$ cat config.mk
export PLATFORM = sky130hd
export DESIGN_NAME = cfg_i2c_slave
export DESIGN_NICKNAME = d
export VERILOG_FILES = /design/src/rtl/cfg_i2c_pkg.sv /design/src/rtl/i2c_line_sync.sv /design/src/rtl/cfg_win_regs.sv /design/src/rtl/cfg_i2c_slave.sv
export SDC_FILE = /design/constraint.sdc
export NUM_CORES = 1
export LEC_CHECK = 0
export BUFFER_PORTS_ARGS = -buffer_cell sky130_fd_sc_hd__buf_2
export CAP_MARGIN = 20
export CORE_ASPECT_RATIO = 1.4
export CORE_MARGIN = 5
export CORE_UTILIZATION = 45
export CTS_CLUSTER_SIZE = 30
export DETAILED_ROUTE_END_ITERATION = 10
export PLACE_DENSITY = 0.68
export SLEW_MARGIN = 10
export SYNTH_ARGS = -nofsm -noshare
export SYNTH_HDL_FRONTEND = slang
export SYNTH_SLANG_ARGS = --single-unit
$ cat constraint.sdc
create_clock -name clk -period 2.6 [get_ports clk]
set_input_delay 0.52 -clock clk [delete_from_list [all_inputs] [get_ports clk]]
set_output_delay 0.52 -clock clk [all_outputs]
set_load 0.005 [all_outputs]
$ cat src/rtl/cfg_i2c_pkg.sv
// Shared types for the serial configuration target.
// Assumes: one frame in progress at a time; the state encoding is local to this block.
package cfg_i2c_pkg;

    typedef enum logic [3:0] {
        ST_IDLE,
        ST_DEV,
        ST_DEV_ACK,
        ST_REG,
        ST_REG_ACK,
        ST_WR,
        ST_WR_ACK,
        ST_RD,
        ST_RD_ACK
    } sl_state_t;

endpackage

$ cat src/rtl/i2c_line_sync.sv
// Synchronizes SCL and SDA into the clk domain and derives edge and frame events.
// Assumes: both lines idle high; the events are single-cycle pulses, delayed by
// STAGES + 1 clocks from the pins.
module i2c_line_sync #(
    parameter int STAGES = 2
) (
    input  logic clk,
    input  logic rst_n,
    input  logic scl_i,
    input  logic sda_i,
    output logic scl_rise,
    output logic scl_fall,
    output logic start_det,
    output logic stop_det,
    output logic sda_s
);

    logic [STAGES:0] scl_p;
    logic [STAGES:0] sda_p;
    logic scl_now, scl_old, sda_old;

    // Shift both lines through the synchronizer plus one history stage.
    always_ff @(posedge clk) begin
        if (!rst_n) begin
            scl_p <= '1;
            sda_p <= '1;
        end else begin
            scl_p <= {scl_p[STAGES-1:0], scl_i};
            sda_p <= {sda_p[STAGES-1:0], sda_i};
        end
    end

    // Edge and frame-event decode on the synchronized lines.
    always_comb begin
        scl_now   = scl_p[STAGES-1];
        scl_old   = scl_p[STAGES];
        sda_s     = sda_p[STAGES-1];
        sda_old   = sda_p[STAGES];
        scl_rise  = scl_now & ~scl_old;
        scl_fall  = ~scl_now & scl_old;
        start_det = scl_now & scl_old & sda_old & ~sda_s;
        stop_det  = scl_now & scl_old & ~sda_old & sda_s;
    end

endmodule

$ cat src/rtl/cfg_win_regs.sv
// Byte storage for two address windows of a 256-location space, with a
// combinational read port and parallel outputs.
// Assumes: the windows do not overlap; a write outside both windows is dropped.
module cfg_win_regs #(
    parameter logic [7:0] WIN0_BASE = 8'h08,
    parameter int         WIN0_LEN  = 20,
    parameter logic [7:0] WIN1_BASE = 8'h40,
    parameter int         WIN1_LEN  = 24
) (
    input  logic                  clk,
    input  logic                  rst_n,
    input  logic                  wr_en,
    input  logic [7:0]            addr,
    input  logic [7:0]            wdata,
    output logic [7:0]            rdata,
    output logic [WIN0_LEN*8-1:0] win0_o,
    output logic [WIN1_LEN*8-1:0] win1_o
);

    localparam int         W0_AW  = $clog2(WIN0_LEN);
    localparam int         W1_AW  = $clog2(WIN1_LEN);
    localparam logic [8:0] W0_END = 9'(WIN0_BASE) + 9'(WIN0_LEN);
    localparam logic [8:0] W1_END = 9'(WIN1_BASE) + 9'(WIN1_LEN);

    logic [7:0]       w0 [WIN0_LEN];
    logic [7:0]       w1 [WIN1_LEN];
    logic             in0, in1;
    logic [7:0]       off0, off1;
    logic [W0_AW-1:0] idx0;
    logic [W1_AW-1:0] idx1;

    // Window hit decode and local offsets.
    always_comb begin
        in0   = ({1'b0, addr} >= {1'b0, WIN0_BASE}) && ({1'b0, addr} < W0_END);
        in1   = ({1'b0, addr} >= {1'b0, WIN1_BASE}) && ({1'b0, addr} < W1_END);
        off0  = addr - WIN0_BASE;
        off1  = addr - WIN1_BASE;
        idx0  = off0[W0_AW-1:0];
        idx1  = off1[W1_AW-1:0];
        rdata = in0 ? w0[idx0] : (in1 ? w1[idx1] : 8'h00);
    end

    // Clear to the blank state, then store bytes that hit a window.
    always_ff @(posedge clk) begin
        if (!rst_n) begin
            for (int i = 0; i < WIN0_LEN; i++) w0[i] <= 8'h00;
            for (int i = 0; i < WIN1_LEN; i++) w1[i] <= 8'h00;
        end else if (wr_en) begin
            if (in0) w0[idx0] <= wdata;
            if (in1) w1[idx1] <= wdata;
        end
    end

    // Flatten both windows onto the parallel outputs.
    for (genvar g = 0; g < WIN0_LEN; g++) begin : g_w0
        assign win0_o[g*8 +: 8] = w0[g];
    end
    for (genvar g = 0; g < WIN1_LEN; g++) begin : g_w1
        assign win1_o[g*8 +: 8] = w1[g];
    end


    miss_wr_chk: assert property (@(posedge clk) disable iff (!rst_n)
        (wr_en && !in0 && !in1) |=> ($stable(win0_o) && $stable(win1_o)));

endmodule

$ cat src/rtl/cfg_i2c_slave.sv
// Serial-bus target with an auto-incrementing pointer into a windowed byte
// register space; stored bytes are exposed in parallel.
// Assumes: the bus is slow against clk (an SCL half period spans several clocks);
// no clock stretching; 7-bit addressing only.
module cfg_i2c_slave #(
    parameter logic [6:0] DEV_ADDR  = 7'h69,
    parameter int         SYNC_STG  = 2,
    parameter logic [7:0] WIN0_BASE = 8'h08,
    parameter int         WIN0_LEN  = 20,
    parameter logic [7:0] WIN1_BASE = 8'h40,
    parameter int         WIN1_LEN  = 24
) (
    input  logic                  clk,
    input  logic                  rst_n,
    input  logic                  scl_i,
    input  logic                  sda_i,
    output logic                  sda_drive_low_o,
    output logic [WIN0_LEN*8-1:0] win0_o,
    output logic [WIN1_LEN*8-1:0] win1_o
);
    import cfg_i2c_pkg::*;

    localparam int BYTE_BITS = 8;
    localparam int CNT_W     = $clog2(BYTE_BITS + 1);
    localparam logic [CNT_W-1:0] CNT_FULL = CNT_W'(BYTE_BITS);
    localparam logic [CNT_W-1:0] CNT_LAST = CNT_W'(BYTE_BITS - 1);

    sl_state_t  state;
    logic [CNT_W-1:0] bit_cnt;
    logic [7:0] rx_byte, tx_byte, ptr, rd_data;
    logic       rw_bit, m_ack, sda_oe;
    logic       scl_rise, scl_fall, start_det, stop_det, sda_s;
    logic       wr_stb, byte_in_done;

    i2c_line_sync #(.STAGES(SYNC_STG)) u_sync (
        .clk(clk), .rst_n(rst_n), .scl_i(scl_i), .sda_i(sda_i),
        .scl_rise(scl_rise), .scl_fall(scl_fall),
        .start_det(start_det), .stop_det(stop_det), .sda_s(sda_s)
    );

    cfg_win_regs #(
        .WIN0_BASE(WIN0_BASE), .WIN0_LEN(WIN0_LEN),
        .WIN1_BASE(WIN1_BASE), .WIN1_LEN(WIN1_LEN)
    ) u_regs (
        .clk(clk), .rst_n(rst_n), .wr_en(wr_stb), .addr(ptr),
        .wdata(rx_byte), .rdata(rd_data), .win0_o(win0_o), .win1_o(win1_o)
    );

    // A received byte is complete on the SCL fall after its 8th bit.
    always_comb begin
        byte_in_done = scl_fall && (bit_cnt == CNT_FULL) && !start_det && !stop_det;
        wr_stb       = (state == ST_WR) && byte_in_done;
    end

    // Frame state machine: receive, acknowledge, transmit and pointer handling.
    always_ff @(posedge clk) begin
        if (!rst_n) begin
            state   <= ST_IDLE;
            bit_cnt <= '0;
            rx_byte <= 8'h00;
            tx_byte <= 8'h00;
            ptr     <= 8'h00;
            rw_bit  <= 1'b0;
            m_ack   <= 1'b0;
            sda_oe  <= 1'b0;
        end else if (start_det) begin
            state   <= ST_DEV;
            bit_cnt <= '0;
            sda_oe  <= 1'b0;
        end else if (stop_det) begin
            state   <= ST_IDLE;
            sda_oe  <= 1'b0;
        end else begin
            case (state)
                ST_DEV, ST_REG, ST_WR: begin
                    if (scl_rise && bit_cnt != CNT_FULL) begin
                        rx_byte <= {rx_byte[6:0], sda_s};
                        bit_cnt <= bit_cnt + 1'b1;
                    end else if (byte_in_done) begin
                        bit_cnt <= '0;
                        if (state == ST_DEV) begin
                            if (rx_byte[7:1] == DEV_ADDR) begin
                                sda_oe <= 1'b1;
                                rw_bit <= rx_byte[0];
                                state  <= ST_DEV_ACK;
                            end else begin
                                state  <= ST_IDLE;
                            end
                        end else if (state == ST_REG) begin
                            ptr    <= rx_byte;
                            sda_oe <= 1'b1;
                            state  <= ST_REG_ACK;
                        end else begin
                            ptr    <= ptr + 8'd1;
                            sda_oe <= 1'b1;
                            state  <= ST_WR_ACK;
                        end
                    end
                end
                ST_DEV_ACK: begin
                    if (scl_fall) begin
                        if (rw_bit) begin
                            tx_byte <= rd_data;
                            sda_oe  <= ~rd_data[7];
                            bit_cnt <= '0;
                            state   <= ST_RD;
                        end else begin
                            sda_oe  <= 1'b0;
                            state   <= ST_REG;
                        end
                    end
                end
                ST_REG_ACK, ST_WR_ACK: begin
                    if (scl_fall) begin
                        sda_oe <= 1'b0;
                        state  <= ST_WR;
                    end
                end
                ST_RD: begin
                    if (scl_fall) begin
                        if (bit_cnt == CNT_LAST) begin
                            sda_oe <= 1'b0;
                            ptr    <= ptr + 8'd1;
                            state  <= ST_RD_ACK;
                        end else begin
                            tx_byte <= {tx_byte[6:0], 1'b0};
                            sda_oe  <= ~tx_byte[6];
                            bit_cnt <= bit_cnt + 1'b1;
                        end
                    end
                end
                ST_RD_ACK: begin
                    if (scl_rise) begin
                        m_ack <= ~sda_s;
                    end else if (scl_fall) begin
                        if (m_ack) begin
                            tx_byte <= rd_data;
                            sda_oe  <= ~rd_data[7];
                            bit_cnt <= '0;
                            state   <= ST_RD;
                        end else begin
                            state   <= ST_IDLE;
                        end
                    end
                end
                default: state <= ST_IDLE;
            endcase
        end
    end

    assign sda_drive_low_o = sda_oe;


    dev_match_chk: assert property (@(posedge clk) disable iff (!rst_n)
        (state == ST_DEV_ACK) |-> (rx_byte[7:1] == DEV_ADDR));


    rx_release_chk: assert property (@(posedge clk) disable iff (!rst_n)
        (state == ST_DEV || state == ST_REG || state == ST_WR) |-> !sda_oe);


    idle_release_chk: assert property (@(posedge clk) disable iff (!rst_n)
        (state == ST_IDLE) |-> !sda_oe);


    ptr_wrap_chk: assert property (@(posedge clk) disable iff (!rst_n)
        (wr_stb && ptr == 8'hFF) |=> (ptr == 8'h00));


    rd_step_chk: assert property (@(posedge clk) disable iff (!rst_n)
        (state == ST_RD && scl_fall && bit_cnt == CNT_LAST)
        |=> (ptr == $past(ptr) + 8'd1));

endmodule

# Word-level counts from Yosys, hierarchy flattened

Memory sizes are Yosys's and may differ from the RTL's.
Cells that the tools add are included.

Flip-flop bits (word level): 40
Memories kept: 2
Bits in writable memories: 352
Output and inout bits: 353
Word-level logic and storage cells: 171

Equality and inequality tests: 34
Bitwise gates (word level): 17
Magnitude comparators: 4
Mux-type cells: 71
Reduce and logical (&&, ||, !) cells: 28
Add/subtract/negate cells: 4

Memory list:

| name      | depth | width | rd ports | clocked after Yosys merged registers in | wr ports | RTL line           | RTL |
|---|---|---|---|---|---|---|---|
| u_regs.w1 | 24    | 8     | 25       | 0                                       | 24       | cfg_win_regs.sv:26 | `logic [7:0] w1 [WIN1_LEN];` |
| u_regs.w0 | 20    | 8     | 21       | 0                                       | 20       | cfg_win_regs.sv:25 | `logic [7:0] w0 [WIN0_LEN];` |

Operators with widths:

| kind                                                 | number |
|---|---|
| two-way mux 8 bit                                    | 10 |
| two-way mux 4 bit                                    | 18 |
| two-way mux 7 bit                                    | 7 |
| inequality test 4 bit (second input constant)        | 9 |
| AND reduction 10 bit                                 | 3 |
| two-way mux 1 bit                                    | 25 |
| inequality test 2 bit (second input constant)        | 12 |
| AND reduction 8 bit                                  | 3 |
| one-hot mux 7 bit (3 select lines)                   | 1 |
| == test 4 x 3 -> 1 bit (second input constant)       | 5 |
| one-hot mux 4 bit (5 select lines)                   | 1 |
| one-hot mux 4 bit (4 select lines)                   | 1 |
| one-hot mux 8 bit (2 select lines)                   | 1 |
| OR reduction 8 bit                                   | 2 |
| two-way mux 5 bit                                    | 2 |
| NOT 1 bit                                            | 10 |
| adder 8 x 1 -> 8 bit (second input constant)         | 1 |
| == test 4 x 2 -> 1 bit (second input constant)       | 2 |
| == test 4 bit (second input constant)                | 2 |
| >= comparator 8 x 4 -> 1 bit (second input constant) | 1 |
| >= comparator 8 x 7 -> 1 bit (second input constant) | 1 |
| < comparator 8 x 5 -> 1 bit (second input constant)  | 1 |
| < comparator 8 x 7 -> 1 bit (second input constant)  | 1 |
| AND reduction 4 bit                                  | 2 |
| 19 further kinds                                     | 37 |

# Logic depth before layout (Yosys ltp)

Gate-level depths: netlist of the first run.

Depth in word-level cells: 12
Gate-level depth with buffers: 9

# Cells and area by module

Synthesis of the first run repeated with hierarchy kept, for this count alone.

Cell total of the unflattened synthesis: 1590
Area total of the unflattened synthesis: 23322.4 um2

Modules (own cells, without submodules):

| module        | instances | seq. area each (um2) | cells each | area each (um2) |
|---|---|---|---|---|
| cfg_win_regs  | 1         | 13933.4              | 1301       | 20876.3 |
| cfg_i2c_slave | 1         | 680.7                | 273        | 2255.9 |
| i2c_line_sync | 1         | 120.1                | 16         | 190.2 |

# Least setup slack after synthesis of the first run

OpenSTA, ideal clock, no wires.

Path kind: register to register
Start: register ptr[0]
End: memory u_regs.w1[10][0], enable pin
Cell stages (with the launch flop): 9
Library setup time: 0.384 ns
Path slack: 0.117 ns
Data arrival time: 2.099 ns
Clock period less this slack: 2.483 ns
Cell sequence: dfxtp_1 -> buf_4 -> buf_6 -> buf_4 -> inv_1 -> ha_1 -> nand3_1 -> clkbuf_1 -> o21ai_0

RTL lines:

| element                | RTL line             | RTL |
|---|---|---|
| from (decl)            | cfg_i2c_slave.sv:30  | `logic [7:0] rx_byte, tx_byte, ptr, rd_data;` |
| from (signal assigned) | cfg_i2c_slave.sv:90  | `ptr <= rx_byte;` |
| from (signal assigned) | cfg_i2c_slave.sv:94  | `ptr <= ptr + 8'd1;` |
| from (signal assigned) | cfg_i2c_slave.sv:123 | `ptr <= ptr + 8'd1;` |
| to (decl)              | cfg_win_regs.sv:26   |  |

==> results of run 1 <==
==> worst paths after layout <==
check	endpoint	slack, ns
max	tx_byte[0]	0.09
min	u_sync.sda_p[0]	0.16
max reg2reg	tx_byte[0]	0.09
min reg2reg	u_sync.scl_p[1]	0.43
==> through the flow <==
stage / std cells / hold slack (ns)
after CTS: 2861 / 0.129
after detailed placement: 2763 / 0.398
after floorplan: 1655 / 0.386
final: 2861 / 0.156
after global placement: 2763 / 0.406
after global routing: 2861 / 0.138
==> flip-flops by register name, summed over array words and instances, names as in the netlist, 4 cells and up, named ones only <==
register	cells
u_regs.w1	256
tx_byte	7
u_regs.w0	256
state	4
ptr	8
rx_byte	8
bit_cnt	4
==> worst register-to-register path, cell delays in order (launching register included) <==
cell and delay, ns:
dfxtp_4 0.51, buf_4 0.27, mux4_2 0.53, mux4_2 0.55, o311ai_1 0.39, o31ai_1 0.12
==> timing repair <==
| action | in CTS | in global routing |
|---|---|---|
| setup endpoints to repair | 0 | 3 |
| resized for setup | 0 | 1 |
| endpoints found under the hold margin | 0 | 0 |
==> layout by cell type (no fill, tap or decap), types with 17 or more instances in the layout <==
master	synthesis	routed
and2_1	357	357
clkbuf_16	0	53
a21oi_1	30	30
o21ai_0	58	58
edfxtp_1	512	512
nor2_1	101	100
dfxtp_1	45	32
mux4_2	136	136
nand3_1	32	32
mux2i_1	52	52
buf_2	20	356
nand2_1	49	49
buf_4	6	136
nand2b_1	17	17
==> cells by family (layout without fill, tap and decap cells) <==
logic type / Yosys count / count (layout) / share of synthesized area, %
xor gates and xnor gates: 3 / 3 / 0.105
AOI/OAI and AO/OA: 154 / 154 / 3.96
DFF: 557 / 557 / 64.8
muxes: 189 / 189 / 14.3
and+or+nand+nor: 613 / 613 / 13.8
adders and majority gates: 11 / 11 / 0.538
buffers and inverters: 128 / 606 / 2.45
==> routing by layer <==
layer	global-route usage, %	part of all wire (%)	vias to the layer above
met5	0	0.017	-
met4	9.11	4.0	2
met3	4.78	8.1	144
met2	42.1	51	828
met1	30.8	37	8362
li1	-	-	7091
==> power breakdown <==
group | internal [mW] | switching (mW) | leakage (nW) | total [mW]
registers | 10.0 | 0.267 | 5.19 | 10.3
clock network | 4.46 | 3.40 | 0.847 | 7.86
logic | 0.487 | 0.573 | 4.77 | 1.06
==> area by class of cell <==
| class | count | area (µm²) |
|---|---|---|
| Clock buffer | 60 | 1350 |
| Clock inverter | 38 | 403 |
| Fill cell | 4440 | 25100 |
| Inverter | 8 | 30.0 |
| Multi-Input combinational cell | 970 | 8220 |
| Sequential cell | 557 | 16300 |
| Tap cell | 728 | 911 |
| Timing Repair Buffer | 500 | 2960 |
==> impl_metrics.toml, run 1 <==
[sta]
maxSlewHeadroom_pct = 41.8
worst_slew_pin_slew_ns = 0.873
timing.final.crit_share_pct = 96.5
rsz0062_at_grt = "false"
hold_violations = 0
setup_viol = 0
finClkSkew_ns = 0.0341
fin_setup_tns_ns = 0
maxSlewViolCount = 0
period_minus_slack_ns = 2.51
fmax_mhz = 398
post-route-worst-setup-slack_ns = 0.0902

[job]
max_cap_viol_count = 0

[hold_path]
hold_path_startpoint = "sda_i"
hold_depth = 2
min_path_type = "in -> reg"

[logic_synthesis]
synth_edf_count = 512
synth_flop_cell = "edfxtp_1"
netlist.top_cell.by_area = "edfxtp_1"
yosys_warnings = 0
synth-seq-cells = 557
synth.avg_cell_area_um2 = 15.2
synthTopCellsByArea = "edfxtp_1 61%, mux4_2 12%, and2_1 8.9%"
seq_area_frac_synth_pct = 64.8
ys_top_cells_by_count = "512 x edfxtp_1, 357 x and2_1, 136 x mux4_2, 101 x nor2_1, 80 x clkbuf_1"
synth_nets = 1669
syn-instance-count = 1655
async_flop_share_pct = 0
synth_cell_types = 70
synth.most_common_cell = "edfxtp_1"
synth_top_area_share_pct = 61.2
syn_area_mm2 = 0.0251

[cts]
post_cts_buffers = 0
cts_root_buf = "clkbuf_16"
cts_tree = "done"
ctsHoldBuffers = 0
htreeDepth = 2
clkTransAtPathRegs_ns = 0.06
cts.path.max_buffers = 3
insertion_delay_ns = 0.61
cts_buffers = 52
cts_num_sinks = 557

[place]
post-place-ws_ns = 0.125
postPlaceCellArea_mm2 = 0.0284
hpwl_um = 53700
io_buffers = 356
place_congestion = 0.895

[critical_path]
crit_path_start_kind = "register"
cp_num_cells = 5
worst-path-buf-inv = 1
crit_type = "reg -> reg"
critical-path-top-delay-family = "multiplexers"
slowest_stage = "mux4_2"
r2r_cells = 5
crit_path_end_kind = "register"
cp_common_cell = "mux4_2"
cp_max_fo = 9
cp.arrival_ns = 2.97
crit_required_ns = 3.06
critical_path.max_stage_delay_ns = 0.55
cp_cell_sequence = "buf_4 > mux4_2 > mux4_2 > o311ai_1 > o31ai_1"

[power]
peakVddDrop_mv = 0.568
power_mw = 19.2
power_leakage_nw = 10.8
power_density_mw_per_mm2 = 637

[global_routing]
track_usage_pct = 24.4
antenna_found_initial = 1
grt_max_degree = 68
grt_pass1_vias = 16700
grt_first_pass_wirelength_um = 112000
overflow = 0

[floorplan]
core.rowCount = 102
dieArea_mm2 = 0.0607
coreArea_mm2 = 0.0553
ios = 357
die_h_um = 289
start_util_pct = 45.4
fp.dieW_um = 210

[finish]
area_growth_pct = 20.2
stdcell_area_mm2 = 0.0302
fin_util_pct = 54.6
fin_nets = 2103
drive_gt1_share_pct = 35.0
antenna_cells = 0

[route]
routed_wl_um = 75200
final_antenna_net_count = 0
firstDrtPassIters = 6
viasPerCell = 5.74
drc = 0
wl_per_cell_um = 26.3
vias = 16400
first_iter_violations = 1470

[outcome]
status = "completed"
No activity file was read; power rests on OpenSTA's default activity.
==> inputs of run 2 (changes only) <==
==> constraint.sdc (replaced) <==
create_clock -name clk -period 2.6 [get_ports clk]
set_input_delay 0.13 -clock clk [delete_from_list [all_inputs] [get_ports clk]]
set_output_delay 0.13 -clock clk [all_outputs]
set_load 0.005 [all_outputs]
==> run 2 against run 1 <==
Effect of this change:
- worst hold slack gained 0.16 ns
- via count grew 0.19%
- global-route usage is essentially flat
- maximum frequency grew 1.5%
- final cell count grew 0.21%
- first-iteration DRC count grew 4.6%
==> impl_metrics.toml, run 2 (synthesis gave the netlist of run 1 again) <==
[critical_path]
r2r-end = "tx_byte[0]"
critical_path.max_stage_delay_ns = 0.54
crit_path_start_kind = "register"
r2r_cells = 5
critical-path-top-delay-family = "multiplexers"
crit_path_end_kind = "register"
reg2reg_slack_ns = 0.13
crit_type = "reg -> reg"
slowest_stage = "dfxtp_4"
cp.arrival_ns = 2.97
cp_cell_sequence = "buf_6 > mux4_2 > mux4_2 > o311ai_1 > o31ai_1"
crit_required_ns = 3.10
worst-path-buf-inv = 1
cp_common_cell = "mux4_2"
cp_max_fo = 13

[hold_path]
hold_depth = 3
min_path_type = "in -> reg"
hold_path_startpoint = "sda_i"
worstHoldEndpoint = "u_sync.sda_p[0]"

[finish]
fin_nets = 2108
drive_gt1_share_pct = 35.8
mostFrequentLayoutCells = "512 x edfxtp_1, 357 x and2_1, 356 x buf_2"
fill_cells = 4434
seqCellArea_mm2 = 0.0163
final_common_cell = "edfxtp_1"
area_growth_pct = 20.9
fin_cells = 2867
antenna_cells = 0
multi_input_area_mm2 = 0.00821
stdcell_area_mm2 = 0.0304
largestRegisters = "u_regs.w0 (256), u_regs.w1 (256)"

[floorplan]
fp.dieW_um = 210
die_h_um = 289
coreArea_mm2 = 0.0553
ios = 357
core.rowCount = 102
dieArea_mm2 = 0.0607
start_util_pct = 45.4

[power]
power_density_mw_per_mm2 = 645
peakVddDrop_mv = 0.617
power_leakage_nw = 10.9

[cts]
cts.path.max_buffers = 3
cts_num_sinks = 557
htreeDepth = 2
clkTransAtPathRegs_ns = 0.07
cts_tree = "done"
cts_buffers = 53
insertion_delay_ns = 0.62
cts_root_buf = "clkbuf_16"
post_cts_buffers = 0

[sta]
finClkSkew_ns = 0.0327
period_minus_slack_ns = 2.47
fmax_mhz = 405
hold_violations = 0
maxSlewHeadroom_pct = 41.6
setup_viol = 0
whs_ns = 0.313
maxSlewViolCount = 0
post-route-worst-setup-slack_ns = 0.128
worst_slew_pin_slew_ns = 0.876
fin_setup_tns_ns = 0
rsz0062_at_grt = "false"
timing.final.crit_share_pct = 95.1

[place]
io_buffers = 356
post-place-ws_ns = 0.0356
placedCellCount = 2764
place_congestion = 0.923
hpwl_um = 54200
postPlaceCellArea_mm2 = 0.0285

[route]
wl_per_cell_um = 26.3
drc = 0
vias = 16500
first_iter_violations = 1537
firstDrtPassIters = 5
viasPerCell = 5.74
routed_wl_um = 75500
final_antenna_net_count = 0

[job]
max_cap_viol_count = 0

[global_routing]
overflow = 0
grt_max_degree = 68
grt_pass1_vias = 16800
track_usage_pct = 24.4
grt_first_pass_wirelength_um = 111000
antenna_found_initial = 0

[outcome]
status = "completed"
run 2: cell types whose count changed in the layout (fill, tap and decap cells not counted), sizes merged:
cell / previous run / this run
clkinvlp: 3 / 10
clkinv: 25 / 20
clkbuf: 60 / 57
dlygate4sd3: 0 / 3
inv: 11 / 14
buf: 500 / 501
run 2: layout make-up:
type                            count  share of cell area, %
Clock buffer                       57                   4.48
Clock inverter                     43                   1.66
Inverter                            8                 0.0989
Multi-Input combinational cell    970                   27.1
Sequential cell                   557                   53.7
Tap cell                          728                   3.00
Timing Repair Buffer              504                   10.0
run 2: worst max path at each step:
stage	start	to	slack, ns	cells past startpoint
2_1_floorplan	ptr[0]	u_regs.w1[10][0]	0.12	8
3_3_place_gp	register	tx_byte[4]	0.07	6
3_5_place_dp	register	tx_byte[0]	0.04	5
4_1_cts	register	tx_byte[0]	0.05	5
5_1_grt	bit_cnt[0]	u_regs.w0[16][1]	0.03	9
6_report	register	tx_byte[0]	0.13	5
run 2: metrics by stage:
step	power, mW	util (%)
after global routing	20.1	54.9
after detailed placement	11.5	51.5
after CTS	19.7	54.9
after floorplan	10.9	-
after global placement	11.5	51.5
final	19.6	54.9
run 2: power by group:
group	internal, mW	total (mW)	switching [mW]
combinational	0.491	1.07	0.582
sequential	10.0	10.3	0.269
clock	4.59	8.20	3.62
run 2: per-layer routing:
metal	share of wire, %	global-route usage (%)
met3	8.2	5.10
met4	4.2	9.03
met5	0	0
met2	52	43.2
met1	36	29.6
run 2: worst reg2reg max path, stage by stage (launching register included):
cell and delay (ns):
dfxtp_4 0.54, buf_6 0.25, mux4_2 0.54, mux4_2 0.53, o311ai_1 0.40, o31ai_1 0.11
run 2: timing repair:
| item | in CTS | in global routing |
|---|---|---|
| setup endpoints to repair | 0 | 2 |
| hold buffers | 3 | 0 |
| endpoints found under the hold margin | 5 | 0 |
| resized for setup | 0 | 1 |
==> inputs of run 3 (changes only) <==
SETUP_SLACK_MARGIN = 0.5   (was not set)
==> run 3 against run 2 <==
Effect of this change:
- via count increased by 0.69%
- first-iteration DRC count rose by 3.8%
- global-route usage grew 0.43 points
- register-to-register slack improved by 0.17 ns
- final cell count down 0.59%
- combinational power rose by 8%
==> impl_metrics.toml, run 3 (synthesis gave the netlist of run 1 again) <==
[outcome]
status = "completed"

[route]
routed.top_layer = "met4"
vias = 16600
wl_met3_um = 6320
drc = 0
final_antenna_net_count = 0
routed_wl_um = 77100
dr_wl_met2_um = 40000
wl_per_cell_um = 27.0
firstDrtPassIters = 5
met1Wirelength_um = 27600
viasPerCell = 5.81
first_iter_violations = 1596

[global_routing]
grt_pass1_vias = 16900
grt_first_pass_wirelength_um = 113000
grt_max_degree = 68
overflow = 0
antenna_found_initial = 0
track_usage_pct = 24.8

[cts]
clkTransAtPathRegs_ns = 0.06
cts_tree = "done"
cts_root_buf = "clkbuf_16"
insertion_delay_ns = 0.63
cts_num_sinks = 557
cts_buffers = 51
htreeDepth = 2
cts.path.max_buffers = 3

[critical_path]
worst-path-buf-inv = 2
cp_max_fo = 8
crit_path_end_kind = "register"
crit_type = "reg -> reg"
r2r_cells = 6
cp_cell_sequence = "buf_12 > mux4_2 > mux4_2 > o311ai_4 > buf_4 > o31ai_2"
crit_required_ns = 3.10
crit_path_start_kind = "register"
critical_path.max_stage_delay_ns = 0.58
cp.arrival_ns = 2.81
slowest_stage = "mux4_2"
reg2reg_slack_ns = 0.29
critical-path-top-delay-family = "multiplexers"
cp_common_cell = "mux4_2"
r2r-end = "tx_byte[0]"

[power]
power_density_mw_per_mm2 = 612
power_leakage_nw = 10.9
peakVddDrop_mv = 0.607

[job]
max_cap_viol_count = 0

[sta]
post-route-worst-setup-slack_ns = 0.294
finClkSkew_ns = 0.0599
period_minus_slack_ns = 2.31
timing.final.crit_share_pct = 88.7
worst_slew_pin_slew_ns = 0.879
rsz0062_at_grt = "true"
hold_violations = 0
fmax_mhz = 434
setup_viol = 0
maxSlewHeadroom_pct = 41.4
maxSlewViolCount = 0
fin_setup_tns_ns = 0

[floorplan]
die_h_um = 289
core.rowCount = 102
fp.dieW_um = 210
coreArea_mm2 = 0.0553
start_util_pct = 45.4
ios = 357
dieArea_mm2 = 0.0607

[place]
hpwl_um = 54700
post-place-ws_ns = 0.0349
placedCellCount = 2723
place_congestion = 0.940
io_buffers = 356

[finish]
area_growth_pct = 23.6
fin_cells = 2850
antenna_cells = 0
fill_cells = 4368
final_common_cell = "edfxtp_1"
drive_gt1_share_pct = 41.0
mostFrequentLayoutCells = "512 x edfxtp_1, 357 x and2_1, 356 x buf_2"
fin_nets = 2094
largestRegisters = "u_regs.w0 (256), u_regs.w1 (256)"

[hold_path]
hold_depth = 3
min_path_type = "in -> reg"
hold_path_startpoint = "rst_n"
worstHoldEndpoint = "u_sync.sda_p[2]"
==> run 3: changes by cell type in the layout (fill, tap and decap cells not counted), sizes merged <==
| cell | before | now |
|---|---|---|
| bufinv | 7 | 3 |
| buf | 501 | 489 |
| clkinvlp | 10 | 1 |
| inv | 14 | 12 |
| clkinv | 20 | 18 |
| clkbuf | 57 | 70 |
| dlygate4sd3 | 3 | 2 |
==> run 3: worst max-delay path by stage <==
stage / end / slack [ns] / cells after the start
2_1_floorplan: u_regs.w0[11][0] / 0.38 / 6
3_3_place_gp: tx_byte[2] / 0.06 / 6
3_5_place_dp: tx_byte[2] / 0.03 / 6
4_1_cts: tx_byte[0] / 0.31 / 6
5_1_grt: tx_byte[0] / 0.29 / 6
6_report: tx_byte[0] / 0.29 / 6
==> run 3: where the power goes <==
part | internal (mW) | switching, mW | total, mW | leakage, nW
sequential | 10.0 | 0.259 | 10.3 | 5.20
combinational | 0.521 | 0.635 | 1.16 | 4.91
clock | 4.15 | 3.39 | 7.54 | 0.815
==> run 3: what timing repair did <==
| action | in CTS | in global routing |
|---|---|---|
| hold endpoints to repair | 2 | 0 |
| setup endpoints to repair | 845 | 535 |
| gates resized for setup | 101 | 55 |
| hold buffers | 2 | 0 |
| pin swaps | 11 | 5 |
| setup buffers | 20 | 10 |
==> run 3: area by class of cell <==
class,instances,area [µm²],area share (%)
timing repair buffer,492,3100,9.99
multi-input combinational,970,8990,29.0
tap,728,911,2.94
inverter,8,30.0,0.0968
sequential,557,16300,52.6
clock buffer,69,1410,4.56
clock inverter,26,259,0.835
==> run 3: through the flow <==
step                      hold slack (ns)  area, µm²  total power, mW  util [%]
final                               0.208      31000             19.0      56.1
after global routing                0.204      31000             19.5      56.1
after CTS                           0.165      30700             19.0      55.6
after detailed placement            0.368      28300             11.6      51.3
after global placement              0.372      28300             11.6      51.3
after floorplan                     0.231      25300             10.9         -
==> run 3: layer usage <==
layer  GRT usage [%]  up-vias
li1                -     7079
met1            30.2     8481
met2            44.1      849
met3            4.96      163
met4            8.93        0
met5               0        -
==> run 3: worst min-delay path: cells and delay by family <==
kind | cells | cell delay [ns]
AND/OR/NAND/NOR | 1 | 0.14
buffers and inverters | 2 | 0.47
